**config.mk**
```make
export PLATFORM = sky130hd
export DESIGN_NAME = scsi_dma_gate
export DESIGN_NICKNAME = d
export VERILOG_FILES = /design/src/rtl/scsi_dma_gate_pkg.sv /design/src/rtl/scsi_dma_gate_dp.sv /design/src/rtl/scsi_dma_gate_ctrl.sv /design/src/rtl/scsi_dma_gate.sv
export SDC_FILE = /design/constraint.sdc
export NUM_CORES = 1
export LEC_CHECK = 0
export ABC_AREA = 0
export CORE_ASPECT_RATIO = 1.4
export CORE_UTILIZATION = 50
export CTS_CLUSTER_SIZE = 8
export DETAILED_ROUTE_END_ITERATION = 6
export GPL_TIMING_DRIVEN = 0
export PLACE_DENSITY = 0.82
export SYNTH_ARGS = -nofsm -noshare
export SYNTH_HDL_FRONTEND = slang
export SYNTH_SLANG_ARGS = --single-unit
```
**constraint.sdc**
```tcl
create_clock -name clk -period 4.25 [get_ports clk]
set_input_delay 0.6375 -clock clk [delete_from_list [all_inputs] [get_ports clk]]
set_output_delay 0.6375 -clock clk [all_outputs]
set_load 0.01 [all_outputs]
```
**src/rtl/scsi_dma_gate_pkg.sv**
```systemverilog
package scsi_dma_gate_pkg;
  // strobes from control to datapath
  typedef struct packed {
    logic wrAddrHi;
    logic wrAddrLo;
    logic wrCntHi;
    logic wrCntLo;
    logic wrFifoHi;
    logic wrFifoLo;
    logic wrIvAm;
    logic countEn;
    logic fifoClr;
  } dpStrobe_t;

  typedef enum logic [2:0] {
    IDX_CSR   = 3'd0,
    IDX_ADDRH = 3'd1,
    IDX_ADDRL = 3'd2,
    IDX_CNTH  = 3'd3,
    IDX_CNTL  = 3'd4,
    IDX_FIFOH = 3'd5,
    IDX_FIFOL = 3'd6,
    IDX_IVAM  = 3'd7
  } regIdx_t;
endpackage

```
**src/rtl/scsi_dma_gate_dp.sv**
```systemverilog
module scsi_dma_gate_dp
  import scsi_dma_gate_pkg::*;
#(
  parameter int REG_W = 16
) (
  input  logic               clk,
  input  logic               rstN,
  input  dpStrobe_t          stb,
  input  logic [REG_W-1:0]   wdata,
  output logic [2*REG_W-1:0] addrQ,
  output logic [2*REG_W-1:0] cntQ,
  output logic [2*REG_W-1:0] fifoQ,
  output logic [REG_W-1:0]   ivAmQ,
  output logic               fifoZero,
  output logic               fifoHitZero
);
  localparam int CNT_W = 2 * REG_W;

  logic fifoWr;
  assign fifoWr = stb.wrFifoHi | stb.wrFifoLo;
  assign fifoZero = (fifoQ == '0);
  assign fifoHitZero = stb.countEn && !fifoWr && (fifoQ == CNT_W'(1));

  always_ff @(posedge clk) begin
    if (!rstN) begin
      addrQ <= '0;
      cntQ  <= '0;
      fifoQ <= '0;
      ivAmQ <= '0;
    end else begin
      if (stb.wrAddrHi)      addrQ[CNT_W-1:REG_W] <= wdata;
      else if (stb.wrAddrLo) addrQ[REG_W-1:0]     <= wdata;
      else if (stb.countEn)  addrQ <= addrQ + CNT_W'(1);

      if (stb.wrCntHi)      cntQ[CNT_W-1:REG_W] <= wdata;
      else if (stb.wrCntLo) cntQ[REG_W-1:0]     <= wdata;
      else if (stb.countEn) cntQ <= cntQ - CNT_W'(1);

      if (stb.fifoClr)       fifoQ <= '0;
      else if (stb.wrFifoHi) fifoQ[CNT_W-1:REG_W] <= wdata;
      else if (stb.wrFifoLo) fifoQ[REG_W-1:0]     <= wdata;
      else if (stb.countEn)  fifoQ <= fifoQ - CNT_W'(1);

      if (stb.wrIvAm) ivAmQ <= wdata;
    end
  end


  fifo_dec_chk: assert property (@(posedge clk) disable iff (!rstN)
    (stb.countEn && !fifoWr && !stb.fifoClr) |=> (fifoQ == $past(fifoQ) - CNT_W'(1)));


  fifo_clr_chk: assert property (@(posedge clk) disable iff (!rstN)
    stb.fifoClr |=> (fifoQ == '0));
endmodule

```
**src/rtl/scsi_dma_gate_ctrl.sv**
```systemverilog
module scsi_dma_gate_ctrl
  import scsi_dma_gate_pkg::*;
#(
  parameter int REG_W  = 16,
  parameter int ADDR_W = 11
) (
  input  logic               clk,
  input  logic               rstN,
  input  logic [ADDR_W-1:1]  wordAddr,
  input  logic               regWr,
  input  logic               regRd,
  input  logic [3:0]         ctrlBitsIn,
  input  logic [2:0]         clrBitsIn,
  input  logic               ctlIrq,
  input  logic [REG_W-1:0]   ctlRdata,
  input  logic               byteXfer,
  input  logic               busErr,
  input  logic [2*REG_W-1:0] dpAddr,
  input  logic [2*REG_W-1:0] dpCnt,
  input  logic [2*REG_W-1:0] dpFifo,
  input  logic [REG_W-1:0]   dpIvAm,
  input  logic               fifoZero,
  input  logic               fifoHitZero,
  output dpStrobe_t          stb,
  output logic [REG_W-1:0]   regRdata,
  output logic               ctlSel,
  output logic               hostIrq,
  output logic [3:0]         ctrlQ
);
  localparam int CNT_W = 2 * REG_W;

  logic inCtlWin, inAdpWin, access, blocked, csrWr;
  logic conflictQ, busErrQ, doneQ, dmaIrqPend, dmaEnQ, fifoRstNQ;
  regIdx_t idx;

  assign idx      = regIdx_t'(wordAddr[3:1]);
  assign inCtlWin = (wordAddr[ADDR_W-1:4] == '0);
  assign inAdpWin = (wordAddr[ADDR_W-1:4] == (ADDR_W-4)'(1));
  assign access   = regWr | regRd;
  assign dmaEnQ   = ctrlQ[0];
  assign fifoRstNQ = ctrlQ[2];
  assign blocked  = access && inCtlWin && dmaEnQ;
  assign ctlSel   = access && inCtlWin && !dmaEnQ;
  assign csrWr    = regWr && inAdpWin && (idx == IDX_CSR);

  always_comb begin
    stb = '0;
    if (regWr && inAdpWin) begin
      stb.wrAddrHi = (idx == IDX_ADDRH);
      stb.wrAddrLo = (idx == IDX_ADDRL);
      stb.wrCntHi  = (idx == IDX_CNTH);
      stb.wrCntLo  = (idx == IDX_CNTL);
      stb.wrFifoHi = (idx == IDX_FIFOH);
      stb.wrFifoLo = (idx == IDX_FIFOL);
      stb.wrIvAm   = (idx == IDX_IVAM);
    end
    stb.fifoClr = !fifoRstNQ;
    stb.countEn = byteXfer && dmaEnQ && fifoRstNQ && !fifoZero;
  end

  always_ff @(posedge clk) begin
    if (!rstN) begin
      ctrlQ     <= '0;
      conflictQ <= 1'b0;
      busErrQ   <= 1'b0;
      doneQ     <= 1'b0;
    end else begin
      if (csrWr) ctrlQ <= ctrlBitsIn;

      if (blocked)                  conflictQ <= 1'b1;
      else if (csrWr && clrBitsIn[1]) conflictQ <= 1'b0;

      if (busErr && dmaEnQ)          busErrQ <= 1'b1;
      else if (csrWr && clrBitsIn[2]) busErrQ <= 1'b0;

      if (fifoHitZero) doneQ <= 1'b1;
      else if ((csrWr && clrBitsIn[0]) || stb.wrFifoHi || stb.wrFifoLo || !fifoRstNQ)
        doneQ <= 1'b0;
    end
  end

  assign dmaIrqPend = doneQ | conflictQ | busErrQ;
  assign hostIrq    = dmaIrqPend | (dmaEnQ & ctlIrq & fifoZero);

  always_comb begin
    regRdata = '0;
    if (inCtlWin) begin
      regRdata = dmaEnQ ? '0 : ctlRdata;
    end else if (inAdpWin) begin
      unique case (idx)
        IDX_CSR:   regRdata = REG_W'({busErrQ, conflictQ, dmaIrqPend, ctlIrq, 4'b0000, ctrlQ});
        IDX_ADDRH: regRdata = dpAddr[CNT_W-1:REG_W];
        IDX_ADDRL: regRdata = dpAddr[REG_W-1:0];
        IDX_CNTH:  regRdata = dpCnt[CNT_W-1:REG_W];
        IDX_CNTL:  regRdata = dpCnt[REG_W-1:0];
        IDX_FIFOH: regRdata = dpFifo[CNT_W-1:REG_W];
        IDX_FIFOL: regRdata = dpFifo[REG_W-1:0];
        IDX_IVAM:  regRdata = dpIvAm;
        default:   regRdata = '0;
      endcase
    end
  end


  conflict_set_chk: assert property (@(posedge clk) disable iff (!rstN)
    (access && inCtlWin && dmaEnQ) |=> conflictQ);


  freeze_chk: assert property (@(posedge clk) disable iff (!rstN)
    (!dmaEnQ && !stb.wrFifoHi && !stb.wrFifoLo && fifoRstNQ) |=> $stable(dpFifo));


  irq_gate_chk: assert property (@(posedge clk) disable iff (!rstN)
    (hostIrq && !dmaIrqPend) |-> (dmaEnQ && fifoZero && ctlIrq));


  err_sticky_chk: assert property (@(posedge clk) disable iff (!rstN)
    (busErrQ && !(csrWr && clrBitsIn[2])) |=> busErrQ);
endmodule

```
**src/rtl/scsi_dma_gate.sv**
```systemverilog
module scsi_dma_gate
  import scsi_dma_gate_pkg::*;
#(
  parameter int REG_W  = 16,
  parameter int ADDR_W = 11
) (
  input  logic                clk,
  input  logic                rstN,
  input  logic [ADDR_W-1:0]   regAddr,
  input  logic                regWr,
  input  logic                regRd,
  input  logic [REG_W-1:0]    regWdata,
  output logic [REG_W-1:0]    regRdata,
  output logic                ctlSel,
  input  logic [REG_W-1:0]    ctlRdata,
  input  logic                ctlIrq,
  output logic                hostIrq,
  input  logic                byteXfer,
  input  logic                busErr,
  output logic                dmaEn,
  output logic                sendDir,
  output logic                fifoRstN,
  output logic                scsiRstN,
  output logic [2*REG_W-1:0]  dmaAddr,
  output logic [2*REG_W-1:0]  dmaCount
);
  localparam int CNT_W = 2 * REG_W;

  dpStrobe_t        stb;
  logic [CNT_W-1:0] fifoQ;
  logic [REG_W-1:0] ivAmQ;
  logic             fifoZero, fifoHitZero;
  logic [3:0]       ctrlQ;

  scsi_dma_gate_ctrl #(.REG_W(REG_W), .ADDR_W(ADDR_W)) u_ctrl (
    .clk(clk), .rstN(rstN),
    .wordAddr(regAddr[ADDR_W-1:1]), .regWr(regWr), .regRd(regRd),
    .ctrlBitsIn(regWdata[3:0]), .clrBitsIn(regWdata[11:9]),
    .ctlIrq(ctlIrq), .ctlRdata(ctlRdata), .byteXfer(byteXfer), .busErr(busErr),
    .dpAddr(dmaAddr), .dpCnt(dmaCount), .dpFifo(fifoQ), .dpIvAm(ivAmQ),
    .fifoZero(fifoZero), .fifoHitZero(fifoHitZero),
    .stb(stb), .regRdata(regRdata), .ctlSel(ctlSel), .hostIrq(hostIrq),
    .ctrlQ(ctrlQ)
  );

  scsi_dma_gate_dp #(.REG_W(REG_W)) u_dp (
    .clk(clk), .rstN(rstN), .stb(stb), .wdata(regWdata),
    .addrQ(dmaAddr), .cntQ(dmaCount), .fifoQ(fifoQ), .ivAmQ(ivAmQ),
    .fifoZero(fifoZero), .fifoHitZero(fifoHitZero)
  );

  assign dmaEn    = ctrlQ[0];
  assign sendDir  = ctrlQ[1];
  assign fifoRstN = ctrlQ[2];
  assign scsiRstN = ctrlQ[3];
endmodule

```
# Word level (Yosys, flattened, before mapping)
# Cells that the tools add are included.
# classes
add_sub_neg	3
n_eq_ne	12
mux	23
n_bitwise	10
n_reduce_logical	40
# ops
op	count
16-bit two-way mux	12
16-bit case mux with 8 select lines	1
32-bit two-way mux	3
32-bit by 1-bit subtractor with 32-bit output (second input constant)	2
32-bit by 1-bit adder with 32-bit output (second input constant)	1
32-bit by 1-bit equality test with 1-bit output (second input constant)	1
32-bit zero test	1
2-bit nonzero test	9
1-bit logical AND	14
2-bit AND reduction	7
3-bit equality test (second input constant)	4
7-bit by 1-bit equality test with 1-bit output (second input constant)	1
7-bit zero test	1
7-bit two-way mux	1
3-bit by 2-bit equality test with 1-bit output (second input constant)	2
1-bit two-way mux	6
2-bit by 1-bit inequality test with 1-bit output (second input constant)	3
1-bit bitwise OR	5
1-bit zero test	4
3-bit by 1-bit equality test with 1-bit output (second input constant)	1
3-bit zero test	1
1-bit logical OR	3
1-bit inverter	3
1-bit AND	2
# word_totals
ff_bits	119
input_bits	50
output_inout_bits	86
elab_cells	99

# Depth between registers and ports, before layout
# logic_depth
ltp_word	9
depth_mapped	10
depth_no_buf	8

# Modules after synthesis
# A second synthesis with hierarchy kept.
# unflattened
cells_unflattened	1049
hier_area_um2	8054.0
# modules_own_cells
mod	n_inst	cells_per_inst	area_each_um2	seq_area_each_um2
scsi_dma_gate_dp	1	814	6398.6	2242.2
scsi_dma_gate_ctrl	1	235	1655.3	140.1

# Least setup slack after synthesis
# OpenSTA, ideal clock, no wires.
# synth_timing
path_kind	input -> output
start	in regAddr[2]
end	out regRdata[0]
arrival_time_ps	2275
t_required_ps	3612
slack_ps	1337
cell_stages	9
n_path_buf	3
cell_sequence	clkbuf_1 -> buf_1 -> buf_1 -> nand2_1 -> o211ai_1 -> o21ai_0 -> o21ai_0 -> o211ai_1 -> a21oi_1
# synth_via
elab_chain_cells	4
elab_cells_between_ends	11
cone_classes	eq/ne (7); mux (3); reduce/logical (1)
# synth_rtl
element	line_no	rtl
start: declaration	scsi_dma_gate.sv:9	input logic [ADDR_W-1:0] regAddr,
3-bit equality test, or another cell as far along	scsi_dma_gate_ctrl.sv:90	unique case (idx)
16-bit case mux with 8 select lines *	scsi_dma_gate_ctrl.sv:90	
16-bit two-way mux *	scsi_dma_gate_ctrl.sv:89	end else if (inAdpWin) begin
16-bit two-way mux *	scsi_dma_gate_ctrl.sv:87	if (inCtlWin) begin
end: declaration	scsi_dma_gate.sv:13	output logic [REG_W-1:0] regRdata,
# Mark *: on every way between the ends. The rest lies on a longest branch, timed or not.

# Final worst setup path
# layout_timing
start	reg u_dp.fifoQ[0]
end	out hostIrq
# layout_via
elab_chain_cells	3
# layout_rtl
element	line_no	rtl
start: declaration	scsi_dma_gate_dp.sv:12	output logic [2*REG_W-1:0] fifoQ,
start signal: indexed assignment	scsi_dma_gate_dp.sv:40	else if (stb.wrFifoHi) fifoQ[CNT_W-1:REG_W] <= wdata;
start signal: indexed assignment	scsi_dma_gate_dp.sv:41	else if (stb.wrFifoLo) fifoQ[REG_W-1:0] <= wdata;
start signal: assignment	scsi_dma_gate_dp.sv:42	else if (stb.countEn) fifoQ <= fifoQ - CNT_W'(1);
32-bit zero test	scsi_dma_gate_dp.sv:21	assign fifoZero = (fifoQ == '0);
1-bit AND	scsi_dma_gate_ctrl.sv:83	assign hostIrq = dmaIrqPend | (dmaEnQ & ctlIrq & fifoZero);
1-bit bitwise OR	scsi_dma_gate_ctrl.sv:83	
end: declaration	scsi_dma_gate.sv:17	output logic hostIrq,
# Every way passes these cells.

==> results.cfg <==
[final_layout]
area_delta_synth_final_pct = 26.1
final_cell_area_um2 = 10600
nets = 1328
nFillCells = 1437
final_util_pct = 65.2
layout-drive-gt1-share_pct = 9.95
multi_input_comb_area_um2 = 5640
seq_area_um2 = 2380
final_cells = 1487

[synth]
syn_area_um2 = 8430
synthesis.area_per_instance_um2 = 7.47
synth_ff_type = dfxtp_1
yosysSeqAreaShare_pct = 28.3
synthArstFlopShare_pct = 0
synthCells = 1129
synth_common_cells = a21oi_1, dfxtp_1, nand2_1
yosysUniqueCellTypes = 84
synthesis.nets = 1183
synth_top_area_cell = dfxtp_1
yosysWarnings = 0
ys_ff_latch = 119
synthTopCellsByArea = dfxtp_1, a21oi_1, nand2_1, o21ai_0, mux2i_1
synth_top_area_share_pct = 28.3
synth-edff-count = 0
synth_most_common_cell = a21oi_1

[clock_tree]
cts.path.max_buffers = 2
numCtsBuffers = 17
cts_hold_buf = 0
clkTransAtPathRegs_ns = 0.06
cts_sinks = 119
cts_tree = yes
root_buffer = clkbuf_16
clock_latency_ns = 0.42
cts.htree.levels = 4

[worst_setup_path]
start_kind = flip-flop
critPathArrivalTime_ns = 3.50
crit_path_start = u_dp.fifoQ[0]
cp.required_ns = 3.61
reg2regPathDepth = 6
cp_max_fo = 10
r2r-end = u_dp.addrQ[29]
critPathCapture = hostIrq
crit_type = reg2out
r2r-start = u_dp.fifoQ[8]
end_kind = output pin
rrSetupSlack_ns = 1.09

[detailed_routing]
vias = 10600
drtAntennaViolNets = 0
routed.top_layer = met4
wl_per_cell_um = 27.2
routed_wl_um = 40500
drt_iter0_drc = 1535
wl_met2_um = 18200
viasPerCell = 7.11
drc_errors = 31
drt_pre_antenna_iters = 7
wl_met1_um = 13800
wl_met3_um = 4870

[floorplan]
rows = 55
start_util_pct = 51.7
die_x_um = 112
io_pins = 136
die_y_um = 156
core_um2 = 16300
die_area_um2 = 17400

[pwr]
finalPower_mw = 2.89
power-per-cell-area_nw_per_um2 = 272
vdd_drop_max_mv = 0.203
power.leakage_nw = 3.93

[placement]
port_buffers = 124
hpwl_um = 28900
dpl-instance-area_um2 = 9920
place.gp.congestion = 1.04
dpl.cell_count = 1452

[sta]
tightestPinTransition_ns = 1.34
hold_violations = 0
whs_ns = 0.496
skew_ns = 0.00752
fmax_mhz = 241
slew_violations = 0
fin_crit_sh_pct = 97.4
min_period_ns = 4.14
slew_headroom_pct = 9.77
setup_viol = 0
rsz0062_at_grt = no

[flow_run]
drv_cap = 0

[run_status]
status = complete, but fails checks
violations = design-rule violations

[global_routing]
grt_pass1_wl_um = 60000
grt_pass1_vias = 9905
antenna_found_initial = 1
grt_start_max_net_pins = 17
gr-total-overflow = 0
track_usage_pct = 46.4

[hold_path]
min_from = u_dp.ivAmQ[6]
hold_path.class = reg2reg
## state kept, by name, indices dropped and copies added (netlist names)
register	count
u_dp.ivAmQ	16
u_dp.fifoQ	32
u_ctrl.busErrQ	1
u_dp.cntQ	32
u_ctrl.doneQ	1
u_ctrl.ctrlQ	4
u_dp.addrQ	32
u_ctrl.conflictQ	1
## report_power, final
group,internal [mW],switching [mW]
registers,1.12,0.000336
clock network,1.01,0.558
logic,0.0632,0.146
total,2.19,0.704
## worst max-delay path: stages, from the launching register on
cell	delay [ns]
dfxtp_1	0.38
inv_1	0.09
ha_1	0.24
or4b_4	0.54
nor4_4	0.41
nand3_1	0.29
buf_2	0.34
o21ai_0	0.21
clkdlybuf4s50_1	0.57
## per-layer routing
layer  up-vias  global-route usage [%]
li1       4600                       -
met1      4928                    51.5
met2       805                    74.3
met3       242                    12.8
met4         0                    37.7
met5         -                       0
## cells by family after synthesis
| kind of cell | synth area share (%) |
|---|---|
| buffers and inverters | 5.21 |
| and+or+nand+nor | 30.7 |
| AOI/OAI and AO/OA | 28.0 |
| adders and majority gates | 0.594 |
| muxes | 7.20 |
| DFF | 28.3 |
## repair_timing
action / 4_1_cts / 5_1_grt
gates resized for setup: 11 / 7
endpoints found under the setup margin: 16 / 15
setup buffers: 0 / 2
pin swaps: 0 / 2
## placed cells by master (no fill, tap or decap), types with 7 or more instances in the layout
master           netlist  final
or3_1                 18     18
dfxtp_1              119    119
clkbuf_1              47     45
mux4_2                 7      7
mux2i_1               37     37
and3_1                15     15
o21ai_1                9      9
o211ai_1              37     37
clkdlybuf4s50_1        0    123
clkbuf_16              0     17
mux2_2                 7      7
nand4_1               26     26
buf_2                 22     19
o21a_1                13     13
and4_1                 8      8
o31ai_1                9      9
o22ai_1               10      9
nand3_1               57     57
a221oi_1               8      8
or2_2                  9      9
nand2b_1               7      7
o311ai_0              13     13
a31oi_1                8      8
nor2_1                92     91
a21o_1                11     11
nor3_1                48     47
inv_1                 19     19
a22oi_1                8      8
a21oi_1              123    122
nand2_1              109    108
nor4_1                28     28
or4_1                 14     14
o21ai_0               77     77
## final cells by class
cell class | instances | share of cell area (%)
sequential | 119 | 22.4
buffer | 81 | 3.63
clock buffer | 20 | 4.30
antenna | 1 | 0.0235
inverter | 20 | 0.706
tap | 199 | 2.34
multi-input combinational | 909 | 53.1
timing repair buffer | 126 | 11.8
clock inverter | 12 | 1.64
## how the worst min path moves through the flow
stage                     end  slack [ns]  depth (start not counted)
2_1_floorplan  u_dp.ivAmQ[15]        0.46                          2
3_3_place_gp   u_dp.ivAmQ[10]        0.47                          2
3_5_place_dp    u_dp.ivAmQ[2]        0.48                          2
4_1_cts         u_dp.ivAmQ[6]        0.50                          2
5_1_grt         u_dp.ivAmQ[0]        0.53                          2
6_report        u_dp.ivAmQ[6]        0.50                          2
## through the flow
stage,setup WS [ns],TNS (ns)
after detailed placement,-0.986,-11.26
after global placement,-0.970,-11.28
final,0.108,0
after CTS,0.0401,0
after floorplan,1.34,0
after global routing,0.0606,0
Note: power is estimated with default switching activity, not from simulation.
